File: src/rtl/adcc_pkg.sv
package adcc_pkg;

    localparam int CHAN_W = 5;
    localparam logic [CHAN_W-1:0] CHAN_OFF = '1;

    typedef logic [CHAN_W-1:0] chan_t;

    typedef struct packed {
        logic  done_flag;
        logic  irq_en;
        logic  repeat_en;
        chan_t chan;
    } ctrl_t;

    localparam ctrl_t CTRL_RESET = '{done_flag: 1'b0, irq_en: 1'b0,
                                     repeat_en: 1'b0, chan: CHAN_OFF};

    function automatic logic chan_is_off(input chan_t c);
        return c == CHAN_OFF;
    endfunction

endpackage

File: src/rtl/adcc_ctrl_reg.sv
module adcc_ctrl_reg
    import adcc_pkg::*;
(
    input  logic  clk,
    input  logic  rst,
    input  logic  wr_en,
    input  ctrl_t wr_fields,
    input  logic  rd_lo,
    input  logic  conv_done,
    input  logic  cmp_en,
    input  logic  cmp_true,
    output ctrl_t ctrl
);
    logic flag_set;
    logic flag_clr;

    assign flag_set = conv_done && (!cmp_en || cmp_true);
    assign flag_clr = wr_en || rd_lo;

    always_ff @(posedge clk) begin
        if (rst) begin
            ctrl <= CTRL_RESET;
        end else begin
            if (wr_en) begin
                ctrl.irq_en    <= wr_fields.irq_en;
                ctrl.repeat_en <= wr_fields.repeat_en;
                ctrl.chan      <= wr_fields.chan;
            end
            if (flag_set)
                ctrl.done_flag <= 1'b1;
            else if (flag_clr)
                ctrl.done_flag <= 1'b0;
        end
    end
endmodule

File: src/rtl/adcc_seq.sv
module adcc_seq
    import adcc_pkg::*;
(
    input  logic  clk,
    input  logic  rst,
    input  logic  wr_en,
    input  ctrl_t wr_fields,
    input  ctrl_t ctrl,
    input  logic  hw_trig_sel,
    input  logic  hw_trig,
    input  logic  busy,
    input  logic  done,
    output logic  start,
    output logic  stop,
    output chan_t start_chan
);
    logic trig_q;
    logic trig_rise;

    always_ff @(posedge clk) begin
        if (rst) trig_q <= 1'b0;
        else     trig_q <= hw_trig;
    end

    assign trig_rise = hw_trig && !trig_q;

    always_comb begin
        start      = 1'b0;
        stop       = 1'b0;
        start_chan = ctrl.chan;
        if (wr_en) begin
            if (!hw_trig_sel && !chan_is_off(wr_fields.chan)) begin
                start      = 1'b1;
                start_chan = wr_fields.chan;
            end else begin
                stop = 1'b1;
            end
        end else if (done && ctrl.repeat_en && !chan_is_off(ctrl.chan)) begin
            start = 1'b1;
        end else if (hw_trig_sel && trig_rise && !busy && !chan_is_off(ctrl.chan)) begin
            start = 1'b1;
        end
    end
endmodule

File: src/rtl/adcc_sar_stub.sv
module adcc_sar_stub
    import adcc_pkg::*;
#(
    parameter int CONV_CYCLES = 8,
    parameter int RES_W       = 12
)(
    input  logic             clk,
    input  logic             rst,
    input  logic             start,
    input  logic             stop,
    input  chan_t            chan_in,
    output logic             busy,
    output logic             done,
    output chan_t            chan_held,
    output logic [RES_W-1:0] data
);
    localparam int TICK_W = (CONV_CYCLES > 1) ? $clog2(CONV_CYCLES) : 1;
    localparam int SEQ_W  = RES_W - CHAN_W;

    logic [TICK_W-1:0] tick_q;
    logic [SEQ_W-1:0]  seq_q;
    logic [SEQ_W-1:0]  seq_next;

    assign done     = busy && (tick_q == '0);
    assign seq_next = seq_q + SEQ_W'(1);

    always_ff @(posedge clk) begin
        if (rst) begin
            busy      <= 1'b0;
            tick_q    <= '0;
            chan_held <= CHAN_OFF;
            seq_q     <= '0;
            data      <= '0;
        end else begin
            if (start) begin
                busy      <= 1'b1;
                tick_q    <= TICK_W'(CONV_CYCLES - 1);
                chan_held <= chan_in;
            end else if (stop || done) begin
                busy <= 1'b0;
            end else if (busy) begin
                tick_q <= tick_q - TICK_W'(1);
            end
            if (done) begin
                seq_q <= seq_next;
                data  <= {chan_held, seq_next};
            end
        end
    end
endmodule

File: src/rtl/adcc_top.sv
module adcc_top
    import adcc_pkg::*;
#(
    parameter int CONV_CYCLES = 8,
    parameter int RES_W       = 12
)(
    input  logic             clk,
    input  logic             rst,
    input  logic             wr_en,
    input  logic [7:0]       wr_data,
    input  logic             rd_lo,
    input  logic             hw_trig_sel,
    input  logic             hw_trig,
    input  logic             cmp_en,
    input  logic             cmp_true,
    output logic [7:0]       ctrl_q,
    output logic [RES_W-1:0] result,
    output logic [4:0]       conv_chan,
    output logic             irq,
    output logic             pwr_down
);
    ctrl_t wr_fields;
    ctrl_t ctrl;
    logic  conv_start;
    logic  conv_stop;
    logic  conv_busy;
    logic  conv_done;
    chan_t start_chan;

    assign wr_fields = ctrl_t'(wr_data);

    adcc_ctrl_reg u_reg (
        .clk       (clk),
        .rst       (rst),
        .wr_en     (wr_en),
        .wr_fields (wr_fields),
        .rd_lo     (rd_lo),
        .conv_done (conv_done),
        .cmp_en    (cmp_en),
        .cmp_true  (cmp_true),
        .ctrl      (ctrl)
    );

    adcc_seq u_seq (
        .clk         (clk),
        .rst         (rst),
        .wr_en       (wr_en),
        .wr_fields   (wr_fields),
        .ctrl        (ctrl),
        .hw_trig_sel (hw_trig_sel),
        .hw_trig     (hw_trig),
        .busy        (conv_busy),
        .done        (conv_done),
        .start       (conv_start),
        .stop        (conv_stop),
        .start_chan  (start_chan)
    );

    adcc_sar_stub #(.CONV_CYCLES(CONV_CYCLES), .RES_W(RES_W)) u_sar (
        .clk       (clk),
        .rst       (rst),
        .start     (conv_start),
        .stop      (conv_stop),
        .chan_in   (start_chan),
        .busy      (conv_busy),
        .done      (conv_done),
        .chan_held (conv_chan),
        .data      (result)
    );

    assign ctrl_q   = ctrl;
    assign irq      = ctrl.done_flag && ctrl.irq_en;
    assign pwr_down = !conv_busy;
endmodule

File: config.mk
export PLATFORM = sky130hd
export DESIGN_NAME = adcc_top
export DESIGN_NICKNAME = d
export VERILOG_FILES = /design/src/rtl/adcc_pkg.sv /design/src/rtl/adcc_ctrl_reg.sv /design/src/rtl/adcc_seq.sv /design/src/rtl/adcc_sar_stub.sv /design/src/rtl/adcc_top.sv
export SDC_FILE = /design/constraint.sdc
export NUM_CORES = 1
export LEC_CHECK = 0
export ABC_AREA = 1
export BUFFER_PORTS_ARGS = -buffer_cell sky130_fd_sc_hd__clkbuf_2
export CELL_PAD_IN_SITES_DETAIL_PLACEMENT = 1
export CELL_PAD_IN_SITES_GLOBAL_PLACEMENT = 1
export CORE_MARGIN = 3
export CORE_UTILIZATION = 35
export DETAILED_ROUTE_END_ITERATION = 16
export PLACE_DENSITY_LB_ADDON = 0.1
export SKIP_LAST_GASP = 1
export SYNTH_ARGS = -nofsm -noshare
export SYNTH_HDL_FRONTEND = slang
export SYNTH_SLANG_ARGS = --single-unit
File: constraint.sdc
create_clock -name clk -period 1.5 [get_ports clk]
set_input_delay 0.15 -clock clk [delete_from_list [all_inputs] [get_ports clk]]
set_output_delay 0.15 -clock clk [all_outputs]
set_load 0.01 [all_outputs]
## Word-level counts from Yosys, hierarchy flattened

Index checks and enable logic that the tools add are counted.

| storage, ports and cells | value |
|---|---|
| input port bits | 16 |
| register bits after elaboration | 37 |
| logic and storage cells | 54 |
| output and inout bits | 27 |

| cells by class | value |
|---|---|
| multiplexer cells | 15 |
| add/sub/neg operators | 2 |
| reduce and logical (&&, ||, !) cells | 24 |
| equal/unequal tests | 3 |

Operators with widths:

| cell | number |
|---|---|
| equality test 5 bit (second input constant) | 2 |
| logical AND 1 bit | 10 |
| 2-to-1 mux 1 bit | 10 |
| 2-to-1 mux 5 bit | 2 |
| 2-to-1 mux 3 bit | 3 |
| adder 7 x 1 -> 7 bit (second input constant) | 1 |
| logical NOT 1 bit | 6 |
| nonzero test 2 bit | 3 |
| logical NOT 3 bit | 1 |
| logical OR 1 bit | 3 |
| subtractor 3 x 1 -> 3 bit (second input constant) | 1 |
| inequality test 2 bit (second input constant) | 1 |
| AND reduction 2 bit | 1 |

## Logic depth before layout (Yosys ltp)

Gate-level depths: netlist (run 1).

| logic depth | value |
|---|---|
| depth after elaboration | 10 |
| mapped depth | 11 |
| depth with buffers taken out | 10 |

## Modules after synthesis

Synthesis (run 1) repeated with hierarchy kept, for this count alone.

| second synthesis, totals | value |
|---|---|
| cell total of the unflattened synthesis | 201 |
| area, all modules | 1458.9 um^2 |

Modules (own cells, without submodules):

| module | area each (um^2) | sequential area each (um^2) | cells each | instances |
|---|---|---|---|---|
| adcc_sar_stub | 934.6 | 420.4 | 123 | 1 |
| adcc_ctrl_reg | 289.0 | 160.2 | 37 | 1 |
| adcc_seq | 224.0 | 20.0 | 38 | 1 |
| adcc_top | 11.3 | 0.0 | 3 | 1 |

## Worst setup path before layout (run 1)

No wires, ideal clock.

| timing path | value |
|---|---|
| path type | flip-flop to flip-flop |
| from | reg u_sar.tick_q[0] |
| to | reg u_sar.data[6] |
| stages on the path, launching flop included | 11 |
| slack | 130 ps |
| library setup time | 113 ps |
| arrival time | 1257 ps |
| required time | 1387 ps |
| buffers on the path | 1 |
| clock period less this slack | 1370 ps |
| cell sequence | dfxtp_1 -> inv_1 -> ha_1 -> nand2_2 -> nor2_4 -> buf_8 -> nand3_4 -> nor3_4 -> nand3_1 -> nand2_1 -> nor2_1 |

| between the ends | value |
|---|---|
| cells in the longest elaborated chain, start to end | 2 |

Ends and longest elaborated chain:

| item | RTL line | text |
|---|---|---|
| from (decl) | adcc_sar_stub.sv:20 | `logic [TICK_W-1:0] tick_q;` |
| from (signal assigned) | adcc_sar_stub.sv:37 | `tick_q <= TICK_W'(CONV_CYCLES - 1);` |
| from (signal assigned) | adcc_sar_stub.sv:42 | `tick_q <= tick_q - TICK_W'(1);` |
| logical NOT 3 bit | adcc_sar_stub.sv:24 | `assign done = busy && (tick_q == '0);` |
| logical AND 1 bit | adcc_sar_stub.sv:24 |  |
| to (signal assigned) | adcc_sar_stub.sv:46 | `data <= {chan_held, seq_next};` |
| to (decl) | adcc_sar_stub.sv:15 | `output logic [RES_W-1:0] data` |

No other way between the ends.
A chain may end at the register's enable or synchronous reset.

## Final worst setup path (run 1)

Same ends and word-level chain as after synthesis.

==> flow_summary.toml, run 1 <==
[sta]
tightest_slew_ns = 0.4691
grt_setup_unrepaired = "yes"
fin_crit_ns = 1.438
worst_slack_ns = 0.06186
fin_worst_skew_ns = 0.005634
setup_violations = 0
whs_ns = 0.06888
finalHoldViolCount = 0
final-max-slew-violation-count = 0
clock.fmax_mhz = 695.3
max_slew_margin = 0.6869
post-route-period-util = 0.9588

[global_routing]
grt_max_degree = 17
grt_pass1_vias = 1305
track_usage = 0.1833
grt-ovfl-total = 0
grt_pass1_wl_mm = 6.279
antenna_found_initial = 0

[cts]
clockBufferDepth = 2
cts_tree = "done"
h-tree-depth = 2
cts_sinks = 30
clock_latency_ns = 0.29
ctsHoldBuffers = 0
clkTransAtPathRegs_ns = 0.07
numCtsBuffers = 5
cts_root_buf = "clkbuf_8"

[power_and_ir_drop]
pwr-share-comb = 0.191
vdd_drop_max_uv = 523.3
cellPowerDensity_nw_per_um2 = 1072
pwr-share-seq = 0.458
leakage_nw = 0.9224
p_clk_frac = 0.351
switching_share = 0.2973
p_int_w = 0.001392
switching_power_w = 0.0005890

[placed_design]
dp_slack_ns = -0.07703
dp_cells = 265
hpwl_mm = 2.893
io_buffers = 41
finalWeightedCongestion = 0.7767

[worst_setup_path]
start_kind = "register"
path_max_fanout = 5
end_kind = "register"
slowest_stage = "dfxtp_2"
cp_slowest_stage_delay_ns = 0.33
critPathKind = "reg -> reg"
worst-path-buf-inv = 2
cp.required_ns = 1.69
crit_family = "simple AND/OR/NAND/NOR gates"
cp.arrival_ns = 1.62
crit_chain = "inv_2 -> ha_4 -> nand2_4 -> nor2_4 -> buf_12 -> nand3_4 -> nor3_4 -> nand3_1 -> nand2_1 -> nor2_1"

[detailed_routing]
routedWlPerCell_um = 13.90
antenna_left = 0
drt_pass1_iterations = 4
finalWirelength_mm = 3.906
num_vias = 1340
drt-initial-drc-count = 27
viasPerCell = 4.769
drc = 0

[synth]
post-synth-top-area-cell = "dfxtp_1"
syn_avg_cell_area_um2 = 7.818
ys_seq_area_frac = 0.4340
synth_top_area_frac = 0.4340
syn_nets = 196
synth_area_um2 = 1384
synth_area_leaders = "dfxtp_1 43%, nor2_1 7.1%, inv_1 6.8%"
synth_cells = 177
synth_seq_cells = 30
synth.distinct_cells = 28
ys_warn_count = 0

[hold_path]
min_path_type = "in -> reg"

[job]
maxCapViolations = 0

[floorplan]
start_util = 0.3697
chipWidth_um = 68.88
die_height_um = 68.88
io_pins = 43
dieArea_um2 = 4744
core.rowCount = 22
core_um2 = 3744

[cells_and_area]
drive_gt1_frac = 0.3734
finalNonFillerCells = 281
diodes = 0
area_growth_pct = 33.54
final_common_cell = "clkbuf_2"
fillers = 496
nets = 251
layout_common_cells = "41 x clkbuf_2, 28 x dfxtp_1, 26 x nor2_1"

[status]
status = "complete, no violations"
worst reg2reg max path: stages (launching register included):
cell,delay [ns]
dfxtp_2,0.33
inv_2,0.07
ha_4,0.14
nand2_4,0.05
nor2_4,0.12
buf_12,0.13
nand3_4,0.08
nor3_4,0.20
nand3_1,0.10
nand2_1,0.07
nor2_1,0.05
flip-flops by register name, indices dropped and copies added, names as in the netlist:
signal,flops
u_reg.ctrl,8
u_sar.busy,1
u_sar.chan_held,5
u_sar.data,6
u_sar.seq_q,6
u_sar.tick_q,3
u_seq.trig_q,1
cell usage after synthesis:
cell type	number
inv_1	25
nand3_1	9
nand3_4	2
nand3b_1	1
nor3_1	1
nand3_2	1
inv_2	1
nor2_1	26
nor3_2	1
buf_6	2
buf_2	1
nand4_1	1
buf_8	1
nor2_4	2
a21oi_1	12
nor3_4	1
a21oi_2	3
o21ai_0	18
nand2_1	22
o21ai_1	5
o21bai_1	1
dfxtp_1	30
o211ai_1	2
nor3b_2	1
clkbuf_1	2
nand2_2	2
o21bai_2	1
ha_1	3
final timing paths:
kind | start | end | slack [ns] | cells after the start
hold reg to reg | u_sar.seq_q[0]$_SDFFE_PP0P_ | u_sar.seq_q[0]$_SDFFE_PP0P_ | 0.51 | 2
setup / recovery | u_sar.tick_q[0]$_SDFFE_PP0P_ | u_sar.data[6]$_SDFFE_PP0P_ | 0.06 | 10
setup reg to reg | u_sar.tick_q[0]$_SDFFE_PP0P_ | u_sar.data[6]$_SDFFE_PP0P_ | 0.06 | 10
hold / removal | hw_trig | u_seq.trig_q$_SDFF_PP0_ | 0.07 | 3
layout make-up:
| class | instances | area [µm²] | area share |
|---|---|---|---|
| Multi-Input combinational cell | 115 | 676.9 | 0.3663 |
| Sequential cell | 30 | 603.1 | 0.3263 |
| Timing Repair Buffer | 54 | 315.3 | 0.1706 |
| Inverter | 26 | 97.59 | 0.05281 |
| Clock buffer | 6 | 82.58 | 0.04469 |
| Tap cell | 48 | 60.06 | 0.03250 |
| Clock inverter | 2 | 12.51 | 0.006770 |
power by group through the flow:
stage	Clock (W)	Sequential, W	Combinational, W
floorplan	0	0.000932	0.000192
global placement	0	0.000916	0.000320
detailed placement	0	0.000921	0.000334
CTS	0.000720	0.000906	0.000368
global route	0.000757	0.000915	0.000423
finish	0.000696	0.000907	0.000378
per-stage QoR:
stage,setup TNS [ns],cell area (µm²),total power (W),utilization
2_1_floorplan,0,1384,0.001125,-
3_3_place_gp,0,1649,0.001236,0.4405
3_5_place_dp,-0.1886,1649,0.001255,0.4405
4_1_cts,-0.01515,1808,0.001994,0.4830
5_1_grt,-0.08271,1848,0.002095,0.4937
6_report,0,1848,0.001981,0.4937
kinds of logic after synthesis:
family | Yosys count | share of synthesized area
compound gates | 42 | 0.1700
flops | 30 | 0.4340
buf+inv | 32 | 0.1067
fa+ha+maj | 3 | 0.02713
simple gates | 70 | 0.2622
per-layer routing:
layer / share of wire / vias to the layer above / GRT usage
met4: 0.011 / 0 / 0.09002
met3: 0.063 / 6 / 0.05024
met1: 0.45 / 617 / 0.2230
met2: 0.47 / 38 / 0.2964
met5: 0 / - / 0
li1: - / 679 / -
repair_timing:
item                       in CTS  in global routing
setup endpoints to repair       5                 14
pin swaps                       4                  4
resized for setup               6                  7
buffers inserted                6                  2
No activity file was read; power rests on OpenSTA's default activity.
==> run 2: changes to the inputs <==
CORE_MARGIN = 10   (was 3)
RECOVER_POWER = 50   (was not set)
==> flow_summary.toml, run 2 (synthesis gave the netlist of run 1 again) <==
[status]
status = "complete, no violations"

[cells_and_area]
finalNonFillerCells = 285
diodes = 0
fillers = 491
largest_register_ffs = 8
reg_top3 = "u_reg.ctrl: 8 flops, u_sar.data: 6 flops, u_sar.seq_q: 6 flops"
layout_common_cells = "28 x clkbuf_2, 28 x dfxtp_1, 25 x nor2_1"
top_register = "u_reg.ctrl"
drive_gt1_frac = 0.3376
area_growth_pct = 34.72
nets = 256

[floorplan]
dieArea_um2 = 6869
start_util = 0.3697
die_height_um = 82.88
core_um2 = 3744
io_pins = 43
core.rowCount = 22
chipWidth_um = 82.88

[cts]
clkTransAtPathRegs_ns = 0.06
cts_root_buf = "clkbuf_8"
ctsHoldBuffers = 0
clockBufferDepth = 2
h-tree-depth = 2
numCtsBuffers = 5
clock_latency_ns = 0.29
cts_tree = "done"
cts_sinks = 30

[worst_setup_path]
r2r-end = "u_sar.seq_q[5]$_SDFFE_PP0P_"
cp.arrival_ns = 1.63
rr_worst_depth = 10
end_kind = "register"
crit_start = "u_sar.tick_q[0]$_SDFFE_PP0P_"
cp.required_ns = 1.67
critPathKind = "reg -> reg"
endpoint = "u_sar.seq_q[5]$_SDFFE_PP0P_"
rr_startpoint = "u_sar.tick_q[0]$_SDFFE_PP0P_"
start_kind = "register"
r2r_slack_ns = 0.04
path_max_fanout = 4

[sta]
tightest_slew_ns = 0.4622
setup_violations = 0
finalSetupTns_ns = 0
whs_ns = 0.06172
grt_setup_unrepaired = "yes"
fin_crit_ns = 1.462
final-max-slew-violation-count = 0
post-route-period-util = 0.9747
fin_worst_skew_ns = 0.005559
max_slew_margin = 0.6916
worst_slack_ns = 0.03796
clock.fmax_mhz = 684.0
finalHoldViolCount = 0

[global_routing]
track_usage = 0.1238
antenna_found_initial = 0
grt_pass1_wl_mm = 7.031
grt_max_degree = 17
global_route.usage.met3 = 0.04785
grt-ovfl-total = 0
use_met1 = 0.1248
grt.met2_usage = 0.2095
busiest_layer = "met2"
grt_pass1_vias = 1478

[detailed_routing]
viasPerCell = 4.786
drc = 0
finalWirelength_mm = 4.238
routedWlPerCell_um = 14.87
drt-initial-drc-count = 42
num_vias = 1364
drt_pass1_iterations = 4
antenna_left = 0

[power_and_ir_drop]
cellPowerDensity_nw_per_um2 = 1029
vdd_drop_max_uv = 407.2
finalPower_w = 0.001919
leakage_nw = 0.8963

[placed_design]
dp_slack_ns = -0.07531
finalWeightedCongestion = 0.7496
io_buffers = 41
hpwl_mm = 3.115
dp_cells = 267

[hold_path]
min_path_type = "in -> reg"

[job]
maxCapViolations = 0
## run 2: cell types whose count changed in the layout (fill, tap and decap cells not counted), sizes merged
cell and delta:
buf +4, clkbuf -1, clkinv +1, clkinvlp -1, nand3 +1
## run 2: critical path: stages (launching register included)
cell and delay (ns):
dfxtp_2 0.33, inv_2 0.07, ha_4 0.15, nand2_4 0.05, nor2_4 0.15, buf_12 0.14
inv_2 0.05, nor3_4 0.13, nand2_1 0.11, o21ai_2 0.12, a21oi_1 0.05
## run 2: worst min path at each step
stage          startpoint                      end  slack, ns  cells past startpoint
3_3_place_gp      hw_trig  u_seq.trig_q$_SDFF_PP0_       0.36                      3
6_report          hw_trig  u_seq.trig_q$_SDFF_PP0_       0.06                      3
3_5_place_dp      hw_trig  u_seq.trig_q$_SDFF_PP0_       0.36                      3
4_1_cts           hw_trig  u_seq.trig_q$_SDFF_PP0_       0.05                      3
2_1_floorplan     hw_trig  u_seq.trig_q$_SDFF_PP0_       0.26                      2
5_1_grt           hw_trig  u_seq.trig_q$_SDFF_PP0_       0.09                      3
## run 2: metal layers
| metal | vias up | wire (µm) |
|---|---|---|
| li1 | 689 | - |
| met1 | 627 | 1849 |
| met2 | 37 | 2028 |
| met3 | 11 | 254 |
| met4 | 0 | 106 |
| met5 | - | 0 |
## run 2: report_power, final
group	switching, W	total (W)	internal, W
clock	0.000307	0.000617	0.000310
combinational	0.000225	0.000394	0.000169
sequential	0.0000495	0.000908	0.000859
total	0.000581	0.00192	0.00134
## run 2: timing repair
item / 4_1_cts / 5_1_grt
endpoints found under the hold margin: 0 / 0
endpoints found under the setup margin: 6 / 16
pin swaps: 4 / 8
cloned: 0 / 2
gates resized for setup: 8 / 9
setup buffers: 5 / 4
## run 2: cell type report
type,count,area (µm²),share of cell area
Clock buffer,5,68.82,0.03691
Clock inverter,2,10.01,0.005369
Sequential cell,30,603.1,0.3235
Timing Repair Buffer,58,330.3,0.1772
Inverter,26,97.59,0.05235
Tap cell,48,60.06,0.03221
Multi-Input combinational cell,116,694.4,0.3725
## run 2: metrics by stage
| stage | utilization | area (µm²) |
|---|---|---|
| final | 0.4980 | 1864 |
| after global routing | 0.4980 | 1864 |
| after CTS | 0.4816 | 1803 |
| after detailed placement | 0.4445 | 1664 |
| after global placement | 0.4445 | 1664 |
| after floorplan | - | 1384 |
